--- config.mk ---
export PLATFORM = sky130hd
export DESIGN_NAME = dma_chan
export DESIGN_NICKNAME = d
export VERILOG_FILES = /design/src/rtl/dma_chan_pkg.sv /design/src/rtl/dma_cfg_dec.sv /design/src/rtl/dma_req_sel.sv /design/src/rtl/dma_engine.sv /design/src/rtl/dma_chan.sv
export SDC_FILE = /design/constraint.sdc
export NUM_CORES = 1
export LEC_CHECK = 0
export BUFFER_PORTS_ARGS = -buffer_cell sky130_fd_sc_hd__buf_4
export CAP_MARGIN = 10
export CORE_ASPECT_RATIO = 0.8
export CORE_MARGIN = 2
export CORE_UTILIZATION = 60
export DETAILED_ROUTE_END_ITERATION = 12
export PLACE_DENSITY = 0.92
export SLEW_MARGIN = 20
export SYNTH_ARGS = -nofsm -noshare
export SYNTH_HDL_FRONTEND = slang
export SYNTH_SLANG_ARGS = --single-unit
--- constraint.sdc ---
create_clock -name clk_i -period 8.7 [get_ports clk_i]
set_input_delay 1.74 -clock clk_i [delete_from_list [all_inputs] [get_ports clk_i]]
set_output_delay 1.74 -clock clk_i [all_outputs]
set_load 0.1 [all_outputs]
--- src/rtl/dma_chan_pkg.sv ---
package dma_chan_pkg;
  localparam int REG_W = 32;
  localparam logic [4:0] MEM_REQ = 5'h16;
  localparam int START_BIT = 31;
  localparam int REMAIN_BIT = 15;

  typedef enum logic [1:0] {ST_IDLE, ST_ARB, ST_RD, ST_WR} st_e;

  typedef struct packed {
    logic [4:0] req;
    logic       fixed;
    logic [1:0] burst;
    logic [1:0] width;
  } side_t;

  function automatic side_t side_of(input logic [REG_W-1:0] cfg, input bit dst);
    side_t s;
    int b;
    b = dst ? 16 : 0;
    s.req   = cfg[b+:5];
    s.fixed = cfg[b+5];
    s.burst = cfg[b+7+:2];
    s.width = cfg[b+9+:2];
    return s;
  endfunction

  function automatic logic [3:0] burst_beats(input logic [1:0] code);
    case (code)
      2'd0:    return 4'd1;
      2'd1:    return 4'd4;
      default: return 4'd8;
    endcase
  endfunction

  // width code 3 is treated as 4 bytes
  function automatic logic [1:0] width_norm(input logic [1:0] code);
    return (code == 2'd3) ? 2'd2 : code;
  endfunction
endpackage

--- src/rtl/dma_cfg_dec.sv ---
module dma_cfg_dec
  import dma_chan_pkg::*;
(
  input  logic [REG_W-1:0] cfg_i,
  output side_t            src_o,
  output side_t            dst_o,
  output logic [1:0]       size_o,
  output logic [2:0]       bytes_o,
  output logic [3:0]       beats_o
);
  logic [1:0] sw, dw;
  logic [3:0] sb, db;

  always_comb begin
    src_o   = side_of(cfg_i, 1'b0);
    dst_o   = side_of(cfg_i, 1'b1);
    sw      = width_norm(src_o.width);
    dw      = width_norm(dst_o.width);
    sb      = burst_beats(src_o.burst);
    db      = burst_beats(dst_o.burst);
    size_o  = (sw < dw) ? sw : dw;
    bytes_o = 3'd1 << size_o;
    beats_o = (sb < db) ? sb : db;
  end
endmodule

--- src/rtl/dma_req_sel.sv ---
module dma_req_sel
  import dma_chan_pkg::*;
#(
  parameter int REQ_N = 32
) (
  input  logic [4:0]       req_i,
  input  logic [REQ_N-1:0] drq_i,
  output logic             rdy_o
);
  logic [REQ_N-1:0] hit;

  for (genvar g = 0; g < REQ_N; g++) begin : g_line
    assign hit[g] = (req_i == 5'(g)) && drq_i[g];
  end

  assign rdy_o = (req_i == MEM_REQ) || (|hit);
endmodule

--- src/rtl/dma_engine.sv ---
module dma_engine
  import dma_chan_pkg::*;
#(
  parameter int ADDR_W = 32,
  parameter int CNT_W  = 32
) (
  input  logic              clk_i,
  input  logic              rst_ni,
  input  logic              load_i,
  input  logic              abort_i,
  input  logic [ADDR_W-1:0] src_base_i,
  input  logic [ADDR_W-1:0] dst_base_i,
  input  logic [CNT_W-1:0]  len_i,
  input  logic [1:0]        size_i,
  input  logic [2:0]        bytes_i,
  input  logic [3:0]        beats_i,
  input  logic              src_fixed_i,
  input  logic              dst_fixed_i,
  input  logic              src_rdy_i,
  input  logic              dst_rdy_i,
  output logic              bus_req_o,
  output logic              bus_we_o,
  output logic [ADDR_W-1:0] bus_addr_o,
  output logic [1:0]        bus_size_o,
  output logic [31:0]       bus_wdata_o,
  input  logic [31:0]       bus_rdata_i,
  input  logic              bus_gnt_i,
  output logic              half_o,
  output logic              end_o,
  output logic              busy_o,
  output logic [CNT_W-1:0]  remain_o
);
  st_e               state;
  logic [CNT_W-1:0]  rem_q, len_q, thr, dec, rem_n;
  logic [ADDR_W-1:0] src_a_q, dst_a_q;
  logic [3:0]        beats_left_q, cap;
  logic [31:0]       data_q;
  logic              half_done_q;
  logic [CNT_W:0]    units;

  always_comb begin
    units = ({1'b0, rem_q} + (CNT_W+1)'(bytes_i) - 1'b1) >> size_i;
    cap   = (units < (CNT_W+1)'(beats_i)) ? units[3:0] : beats_i;
    thr   = len_q - (len_q >> 1);
    dec   = ((CNT_W)'(bytes_i) > rem_q) ? rem_q : (CNT_W)'(bytes_i);
    rem_n = rem_q - dec;
  end

  always_ff @(posedge clk_i or negedge rst_ni) begin
    if (!rst_ni) begin
      state        <= ST_IDLE;
      rem_q        <= '0;
      len_q        <= '0;
      src_a_q      <= '0;
      dst_a_q      <= '0;
      beats_left_q <= '0;
      data_q       <= '0;
      half_done_q  <= 1'b0;
      half_o       <= 1'b0;
      end_o        <= 1'b0;
    end else begin
      half_o <= 1'b0;
      end_o  <= 1'b0;
      if (load_i) begin
        state       <= ST_ARB;
        rem_q       <= len_i;
        len_q       <= len_i;
        src_a_q     <= src_base_i;
        dst_a_q     <= dst_base_i;
        half_done_q <= 1'b0;
      end else if (abort_i) begin
        state <= ST_IDLE;
      end else begin
        case (state)
          ST_ARB: begin
            if (rem_q == '0) begin
              end_o <= 1'b1;
              state <= ST_IDLE;
            end else if (src_rdy_i && dst_rdy_i) begin
              beats_left_q <= cap;
              state        <= ST_RD;
            end
          end
          ST_RD: if (bus_gnt_i) begin
            data_q <= bus_rdata_i;
            state  <= ST_WR;
          end
          ST_WR: if (bus_gnt_i) begin
            rem_q        <= rem_n;
            beats_left_q <= beats_left_q - 1'b1;
            if (!src_fixed_i) src_a_q <= src_a_q + ADDR_W'(bytes_i);
            if (!dst_fixed_i) dst_a_q <= dst_a_q + ADDR_W'(bytes_i);
            if (!half_done_q && rem_n <= thr) begin
              half_o      <= 1'b1;
              half_done_q <= 1'b1;
            end
            if (rem_n == '0) begin
              end_o <= 1'b1;
              state <= ST_IDLE;
            end else if (beats_left_q == 4'd1) begin
              state <= ST_ARB;
            end else begin
              state <= ST_RD;
            end
          end
          default: ;
        endcase
      end
    end
  end

  assign bus_req_o   = (state == ST_RD) || (state == ST_WR);
  assign bus_we_o    = (state == ST_WR);
  assign bus_addr_o  = (state == ST_WR) ? dst_a_q : src_a_q;
  assign bus_size_o  = size_i;
  assign bus_wdata_o = data_q;
  assign busy_o      = (state != ST_IDLE);
  assign remain_o    = rem_q;

  p_burst_needs_ready_r5: assert property (@(posedge clk_i) disable iff (!rst_ni)
    (state == ST_RD && $past(state) == ST_ARB && !$past(load_i))
      |-> $past(src_rdy_i && dst_rdy_i));
  p_rem_monotonic_r7: assert property (@(posedge clk_i) disable iff (!rst_ni)
    (state != ST_IDLE && !load_i) |=> (rem_q <= $past(rem_q)));
  p_fixed_dst_r4: assert property (@(posedge clk_i) disable iff (!rst_ni)
    (state == ST_WR && bus_gnt_i && dst_fixed_i && !load_i && !abort_i)
      |=> (dst_a_q == $past(dst_a_q)));
  p_end_idle_r8: assert property (@(posedge clk_i) disable iff (!rst_ni)
    end_o |-> (state == ST_IDLE));
  p_abort_halts_r9: assert property (@(posedge clk_i) disable iff (!rst_ni)
    abort_i |=> (state == ST_IDLE && !end_o && !bus_req_o));
  p_beats_cap_r6: assert property (@(posedge clk_i) disable iff (!rst_ni)
    (state == ST_RD) |-> (beats_left_q != 4'd0 && beats_left_q <= beats_i));
endmodule

--- src/rtl/dma_chan.sv ---
module dma_chan
  import dma_chan_pkg::*;
#(
  parameter int REQ_N  = 32,
  parameter int ADDR_W = 32
) (
  input  logic              clk_i,
  input  logic              rst_ni,
  input  logic              reg_we_i,
  input  logic [1:0]        reg_addr_i,
  input  logic [31:0]       reg_wdata_i,
  output logic [31:0]       reg_rdata_o,
  input  logic [REQ_N-1:0]  drq_i,
  output logic              bus_req_o,
  output logic              bus_we_o,
  output logic [ADDR_W-1:0] bus_addr_o,
  output logic [1:0]        bus_size_o,
  output logic [31:0]       bus_wdata_o,
  input  logic [31:0]       bus_rdata_i,
  input  logic              bus_gnt_i,
  output logic              half_o,
  output logic              end_o
);
  localparam int CNT_W = REG_W;

  logic [REG_W-1:0]  cfg_q, len_q;
  logic [ADDR_W-1:0] src_q, dst_q;
  logic              cfg_wr, load, abort, busy, src_rdy, dst_rdy;
  side_t             src_s, dst_s;
  logic [1:0]        size;
  logic [2:0]        bytes;
  logic [3:0]        beats;
  logic [CNT_W-1:0]  remain;

  assign cfg_wr = reg_we_i && (reg_addr_i == 2'd0);
  assign load   = cfg_wr && reg_wdata_i[START_BIT];
  assign abort  = cfg_wr && !reg_wdata_i[START_BIT];

  always_ff @(posedge clk_i or negedge rst_ni) begin
    if (!rst_ni) begin
      cfg_q <= '0;
      src_q <= '0;
      dst_q <= '0;
      len_q <= '0;
    end else if (reg_we_i) begin
      case (reg_addr_i)
        2'd0: cfg_q <= reg_wdata_i;
        2'd1: src_q <= ADDR_W'(reg_wdata_i);
        2'd2: dst_q <= ADDR_W'(reg_wdata_i);
        default: len_q <= reg_wdata_i;
      endcase
    end
  end

  always_comb begin
    case (reg_addr_i)
      2'd0: reg_rdata_o = {busy, cfg_q[REG_W-2:0]};
      2'd1: reg_rdata_o = 32'(src_q);
      2'd2: reg_rdata_o = 32'(dst_q);
      default: reg_rdata_o = cfg_q[REMAIN_BIT] ? remain : len_q;
    endcase
  end

  dma_cfg_dec u_dec (
    .cfg_i  (cfg_q),
    .src_o  (src_s),
    .dst_o  (dst_s),
    .size_o (size),
    .bytes_o(bytes),
    .beats_o(beats)
  );

  dma_req_sel #(.REQ_N(REQ_N)) u_src_sel (.req_i(src_s.req), .drq_i(drq_i), .rdy_o(src_rdy));
  dma_req_sel #(.REQ_N(REQ_N)) u_dst_sel (.req_i(dst_s.req), .drq_i(drq_i), .rdy_o(dst_rdy));

  dma_engine #(.ADDR_W(ADDR_W), .CNT_W(CNT_W)) u_eng (
    .clk_i      (clk_i),
    .rst_ni     (rst_ni),
    .load_i     (load),
    .abort_i    (abort),
    .src_base_i (src_q),
    .dst_base_i (dst_q),
    .len_i      (len_q),
    .size_i     (size),
    .bytes_i    (bytes),
    .beats_i    (beats),
    .src_fixed_i(src_s.fixed),
    .dst_fixed_i(dst_s.fixed),
    .src_rdy_i  (src_rdy),
    .dst_rdy_i  (dst_rdy),
    .bus_req_o  (bus_req_o),
    .bus_we_o   (bus_we_o),
    .bus_addr_o (bus_addr_o),
    .bus_size_o (bus_size_o),
    .bus_wdata_o(bus_wdata_o),
    .bus_rdata_i(bus_rdata_i),
    .bus_gnt_i  (bus_gnt_i),
    .half_o     (half_o),
    .end_o      (end_o),
    .busy_o     (busy),
    .remain_o   (remain)
  );

  p_busy_after_start_r2: assert property (@(posedge clk_i) disable iff (!rst_ni)
    load |=> reg_wdata_i[START_BIT] || busy);
endmodule

==> out/results.txt, run 1 <==
reg-to-reg critical path endpoint - u_eng.half_done_q
Clock H-tree levels - 1
CP top delay family - compound AO/OA/AOI/OAI gates
Worst Tran Pin Value - 1.05 ns
Synth Area in Simple Gates - 0.168
Synth area leaders - dfrtp_1 35%, mux2_2 10%, ha_1 7.7%, nand2_1 5.4%, mux4_2 3.9%
Ports - 204
HPWL Detailed - 55.4 mm
syn avg cell area - 9.26 um^2
post-synthesis mux area share - 0.153
hold path cells - 1
fillcell total - 2450
Hold Path Class - reg2reg
Final period util - 0.887
max-cap violations - 0
Synth Area in Adders - 0.0813
data required time at the worst endpoint - 9.21 ns
Worst Skew - 0.0229 ns
slowest cell on the critical path - nor2_1
cell taking the most area after synthesis - dfrtp_1
TritonCTS clock tree - yes
max incr delay on CP - 0.55 ns
GRT Total Usage - 0.393
first-pass GRT wire length - 113 mm
Yosys warning count - 0
fmax - 0.130 GHz
Die Y-Extent - 172 um
Reg clk slew, reported paths - 0.07 ns
clock sink count - 296
final setup fails - 0
Final #Nets - 2676
HP Start - u_eng.half_done_q
via count - 20100
r2r startpoint - cfg_q[10]
status - finished, final reports clean
wire per inst - 25.4 um
count leader, synth - nand2_1
setup TNS - 0 ns
Hold Path End - u_eng.half_o
number of I/O port buffers - 202
Setup crit start - cfg_q[10]
final hold vios - 0
crit path capture type - flip-flop
multi-input logic area - 12800 um^2
post-synthesis xor/xnor area fraction - 0.0426
RSZ-0062 raised after global routing - false
syn nets - 2521
R2R depth - 31
#FFs+latches synth - 296
leading cell types by count after synthesis - 306 x nand2_1, 296 x dfrtp_1, 193 x mux2_2
DRC viols - 0
Syn Inst Count - 2285
Placer Congestion - 1.01
largest net degree at the start of global routing - 168
Compound-Gate Fraction of Synth Area - 0.160
cts hold-fix bufs - 0
setup repair bufs after CTS - 0
Final ANT Viol Nets - 0
first drt pass iteration count - 8
Main synth FF type - dfrtp_1
die width - 214 um
Clock Path Buffers - 3
vias per cell - 6.84
main combinational cell family by area after synthesis - simple AND/OR/NAND/NOR gates
Starting Density - 0.609
final wirelength - 74.6 mm
core area - 34700 um^2
distinct cell type count after synthesis - 94
critical path peak fanout - 14
row cnt - 61
synthesis-to-finish area growth - 14.1%
clock root cell - clkbuf_16
drt initial violations - 2818
share of cells above drive strength 1 - 0.217
Rel. slew slack - 0.297
cts repair resizes - 0
post-synth top area share - 0.350
Mapped Area - 21200 um^2
Final Max Slew Viols - 0
grt ovf - 0
Clk Latency, worst-skew pair - 0.59 ns
# diodes - 0
arrival time worst endpoint - 8.23 ns
EDFF count, synth - 0
kind of start point of the critical path - flip-flop
vias in the first global route - 19600
fin crit period - 7.72 ns
Crit path depth - 31
WS Path Type - reg2reg
CTS Buf Count - 29
Buffers & Inverters on Critical Path - 4
initial antenna violation count - 4
Reg area - 7410 um^2
register area share after synthesis - 0.350
die area - 36800 um^2
ys async rst share - 1.00
internal reg-to-reg setup slack - 0.98 ns
-- cells by family after synthesis --
kind of cell	count (synthesis)
xor+xnor	103
buf+inv	244
compound gates	517
simple gates	736
flops	296
fa+ha+maj	136
mux	253
-- routing by layer --
layer | part of all wire | track usage | routed length [um] | vias to the layer above
li1 | - | - | - | 8600
met1 | 0.40 | 0.539 | 29700 | 9770
met2 | 0.44 | 0.600 | 32600 | 1456
met3 | 0.13 | 0.117 | 9440 | 256
met4 | 0.037 | 0.132 | 2760 | 6
met5 | 0.00044 | 0 | 33 | -
-- worst register-to-register path, delay by kind of cell (launching register included) --
kind / cells / cell delay [ns]
adder cells (fa/ha/maj): 4 / 1.38
buffers and inverters: 4 / 0.96
AO/OA/AOI/OAI: 14 / 2.93
AND/OR/NAND/NOR: 9 / 1.94
flip-flops: 1 / 0.45
-- stage by stage --
step	cells	util	setup slack, ns	hold slack (ns)	instance area (um^2)
after global placement	2881	0.664	1.37	0.428	23100
after global routing	2935	0.695	0.451	0.464	24100
final	2935	0.695	0.982	0.470	24100
after CTS	2935	0.695	1.19	0.459	24100
after floorplan	2285	-	1.21	0.411	21200
after detailed placement	2881	0.664	1.28	0.445	23100
-- cells in the final DEF, fill, tap and decap left out, types with 8 or more instances in the layout --
master     count
mux2i_1       22
buf_4        227
and3_1        29
a21o_1        34
o221ai_1       8
nand2b_1      31
xnor2_1       47
nor3_1        43
o21a_1        13
nor2_1       105
a21oi_1       97
nor4_1        14
a211oi_1      13
a22oi_1       11
xor2_1        56
clkbuf_16     29
nand3_1       66
dfrtp_1      296
nand4_1       31
o22ai_1       10
nand2_1      306
o21bai_1      11
a31oi_1       15
or3_1         16
mux2_2       193
ha_1         131
mux4_2        37
o21ai_0      164
nor2b_1       30
o31ai_1       11
o211ai_1      30
inv_1        137
a221o_1        9
-- layout make-up --
cell class              instances  share of cell area
repair buffers                229              0.0721
inverters                     139              0.0216
multi-input cells            1745               0.531
clock buffers                  41              0.0344
flip-flops and latches        296               0.307
clock inverters                13             0.00985
well taps                     472              0.0245
-- state kept, by name, summed over array words and instances (netlist names) --
| name | flops |
|---|---|
| u_eng.remain_o | 32 |
| u_eng.src_a_q | 32 |
| cfg_q | 31 |
| u_eng.beats_left_q | 4 |
| u_eng.dst_a_q | 32 |
| src_q | 32 |
| u_eng.state | 2 |
| u_eng.half_done_q | 1 |
| u_eng.len_q | 32 |
| len_q | 32 |
| u_eng.bus_wdata_o | 32 |
| u_eng.half_o | 1 |
| u_eng.end_o | 1 |
| dst_q | 32 |
-- how the worst max path moves through the flow --
| stage | endpoint | slack (ns) |
|---|---|---|
| floorplan | u_eng.half_done_q | 1.21 |
| global route | u_eng.half_done_q | 0.45 |
| global placement | u_eng.half_done_q | 1.37 |
| detailed placement | u_eng.half_done_q | 1.28 |
| CTS | u_eng.half_done_q | 1.19 |
| finish | u_eng.half_done_q | 0.98 |
Power of run 1 is not shown: default switching activity piles up to over one toggle a cycle in this logic, so the estimate is an artifact.
==> run 2, diff against run 1 <==
- BUFFER_PORTS_ARGS: -buffer_cell sky130_fd_sc_hd__buf_4 -> -buffer_cell sky130_fd_sc_hd__buf_2
- CORE_MARGIN: 2 -> unset
==> run 2 against run 1 <==
  * Die area shrank 2.1%
  * Non-clock buffer count up 4
  * Core utilization down 1.8 points
  * Critical path depth decreased by 2
  * Count of clock-buffer cells in the layout is 1 higher
  * Setup slack worse by 0.22 ns
  * Sequential cell count stayed put
  * Final area fell by 2.6%
  * Global-route usage is 0.55 points higher
  * Largest cell class unchanged
  * Highest routed layer unchanged
==> out/results.txt, run 2 (synthesis gave the netlist of run 1 again) <==
status - finished, final reports clean
routed metal-1 wirelength - 28.9 mm
clock root cell - clkbuf_16
Ports - 204
TritonCTS clock tree - yes
Setup crit start - cfg_q[10]
Final #Nets - 2679
clock sink count - 296
CTS Buf Count - 28
wire per inst - 25.2 um
setup repair bufs after CTS - 0
Hold Path Class - reg2reg
first-pass GRT wire length - 111 mm
most frequent cells in the layout - 306 x nand2_1, 296 x dfrtp_1, 201 x buf_2
cts repair resizes - 0
r2r startpoint - cfg_q[10]
vias in the first global route - 19300
kind of start point of the critical path - flip-flop
CP dominant cell by count - a21o_1
GRT Total Usage - 0.399
met3 wire length - 9.99 mm
Die Y-Extent - 170 um
final setup fails - 0
data required time at the worst endpoint - 9.15 ns
largest net degree at the start of global routing - 150
grt ovf - 0
crit path capture type - flip-flop
row cnt - 61
fin crit period - 7.94 ns
core area - 34700 um^2
slowest cell on the critical path - nor2_1
final hold vios - 0
share of cells above drive strength 1 - 0.218
initial antenna violation count - 6
max-cap violations - 0
RSZ-0062 raised after global routing - false
fmax - 0.126 GHz
Final period util - 0.912
arrival time worst endpoint - 8.39 ns
R2R depth - 29
synthesis-to-finish area growth - 11.1%
Clock Path Buffers - 3
hold path cells - 1
Reg clk slew, reported paths - 0.07 ns
Worst Skew - 0.0498 ns
WS Path Type - reg2reg
Starting Density - 0.609
Worst Tran Pin Value - 1.05 ns
drt initial violations - 2737
Rel. slew slack - 0.302
first drt pass iteration count - 8
Clock H-tree levels - 1
cts hold-fix bufs - 0
final wirelength - 74.0 mm
max incr delay on CP - 0.78 ns
HPWL Detailed - 53.9 mm
via count - 20400
Met2 Routed Length - 31.7 mm
Placer Congestion - 1.04
Final Max Slew Viols - 0
crit path to - u_eng.half_o
die width - 212 um
die area - 36000 um^2
reg-to-reg critical path endpoint - u_eng.half_o
number of I/O port buffers - 202
vias per cell - 6.93
highest metal used - met5
commonest non-fill, non-tap cell in the layout - nand2_1
setup TNS - 0 ns
critical path peak fanout - 13
internal reg-to-reg setup slack - 0.76 ns
DRC viols - 0
Final ANT Viol Nets - 0
Clk Latency, worst-skew pair - 0.60 ns
-- run 2: metal layers --
metal | GRT usage | vias up
li1 | - | 8601
met2 | 0.593 | 1621
met1 | 0.561 | 9793
met5 | 0 | -
met3 | 0.107 | 344
met4 | 0.138 | 6
-- run 2: cell type report --
class | instances | area [um^2]
Clock buffer | 42 | 833
Clock inverter | 9 | 65.1
Antenna cell | 2 | 5.00
Tap cell | 472 | 591
Sequential cell | 296 | 7410
Timing Repair Buffer | 233 | 1290
Fill cell | 2530 | 11200
Inverter | 139 | 522
Multi-Input combinational cell | 1745 | 12800
-- run 2: worst min path at each step --
stage	startpoint	end	slack, ns
floorplan	u_eng.half_done_q	u_eng.half_o	0.41
global placement	cfg_q[11]	cfg_q[11]	0.45
detailed placement	u_eng.half_done_q	u_eng.half_o	0.46
CTS	u_eng.half_done_q	u_eng.half_o	0.47
global route	u_eng.half_done_q	u_eng.half_o	0.49
finish	u_eng.half_done_q	u_eng.half_o	0.48
-- run 2: worst max-delay path: cells and delay by family, from the launching register on --
kind	cells	cell delay (ns)
AO/OA/AOI/OAI	16	3.32
buffers and inverters	2	0.43
adder cells (fa/ha/maj)	4	1.40
flip-flops	1	0.45
AND/OR/NAND/NOR	7	2.16
-- run 2: stage by stage --
step	instances	hold slack, ns	worst slack, ns	cell area, um^2	utilization
after floorplan	2285	0.411	1.21	21200	-
after global placement	2884	0.453	1.37	22600	0.650
after detailed placement	2884	0.460	1.20	22600	0.650
after CTS	2935	0.474	1.13	23500	0.676
after global routing	2937	0.490	0.386	23500	0.677
final	2938	0.475	0.761	23500	0.677
Power of run 2 is left out for the same reason.
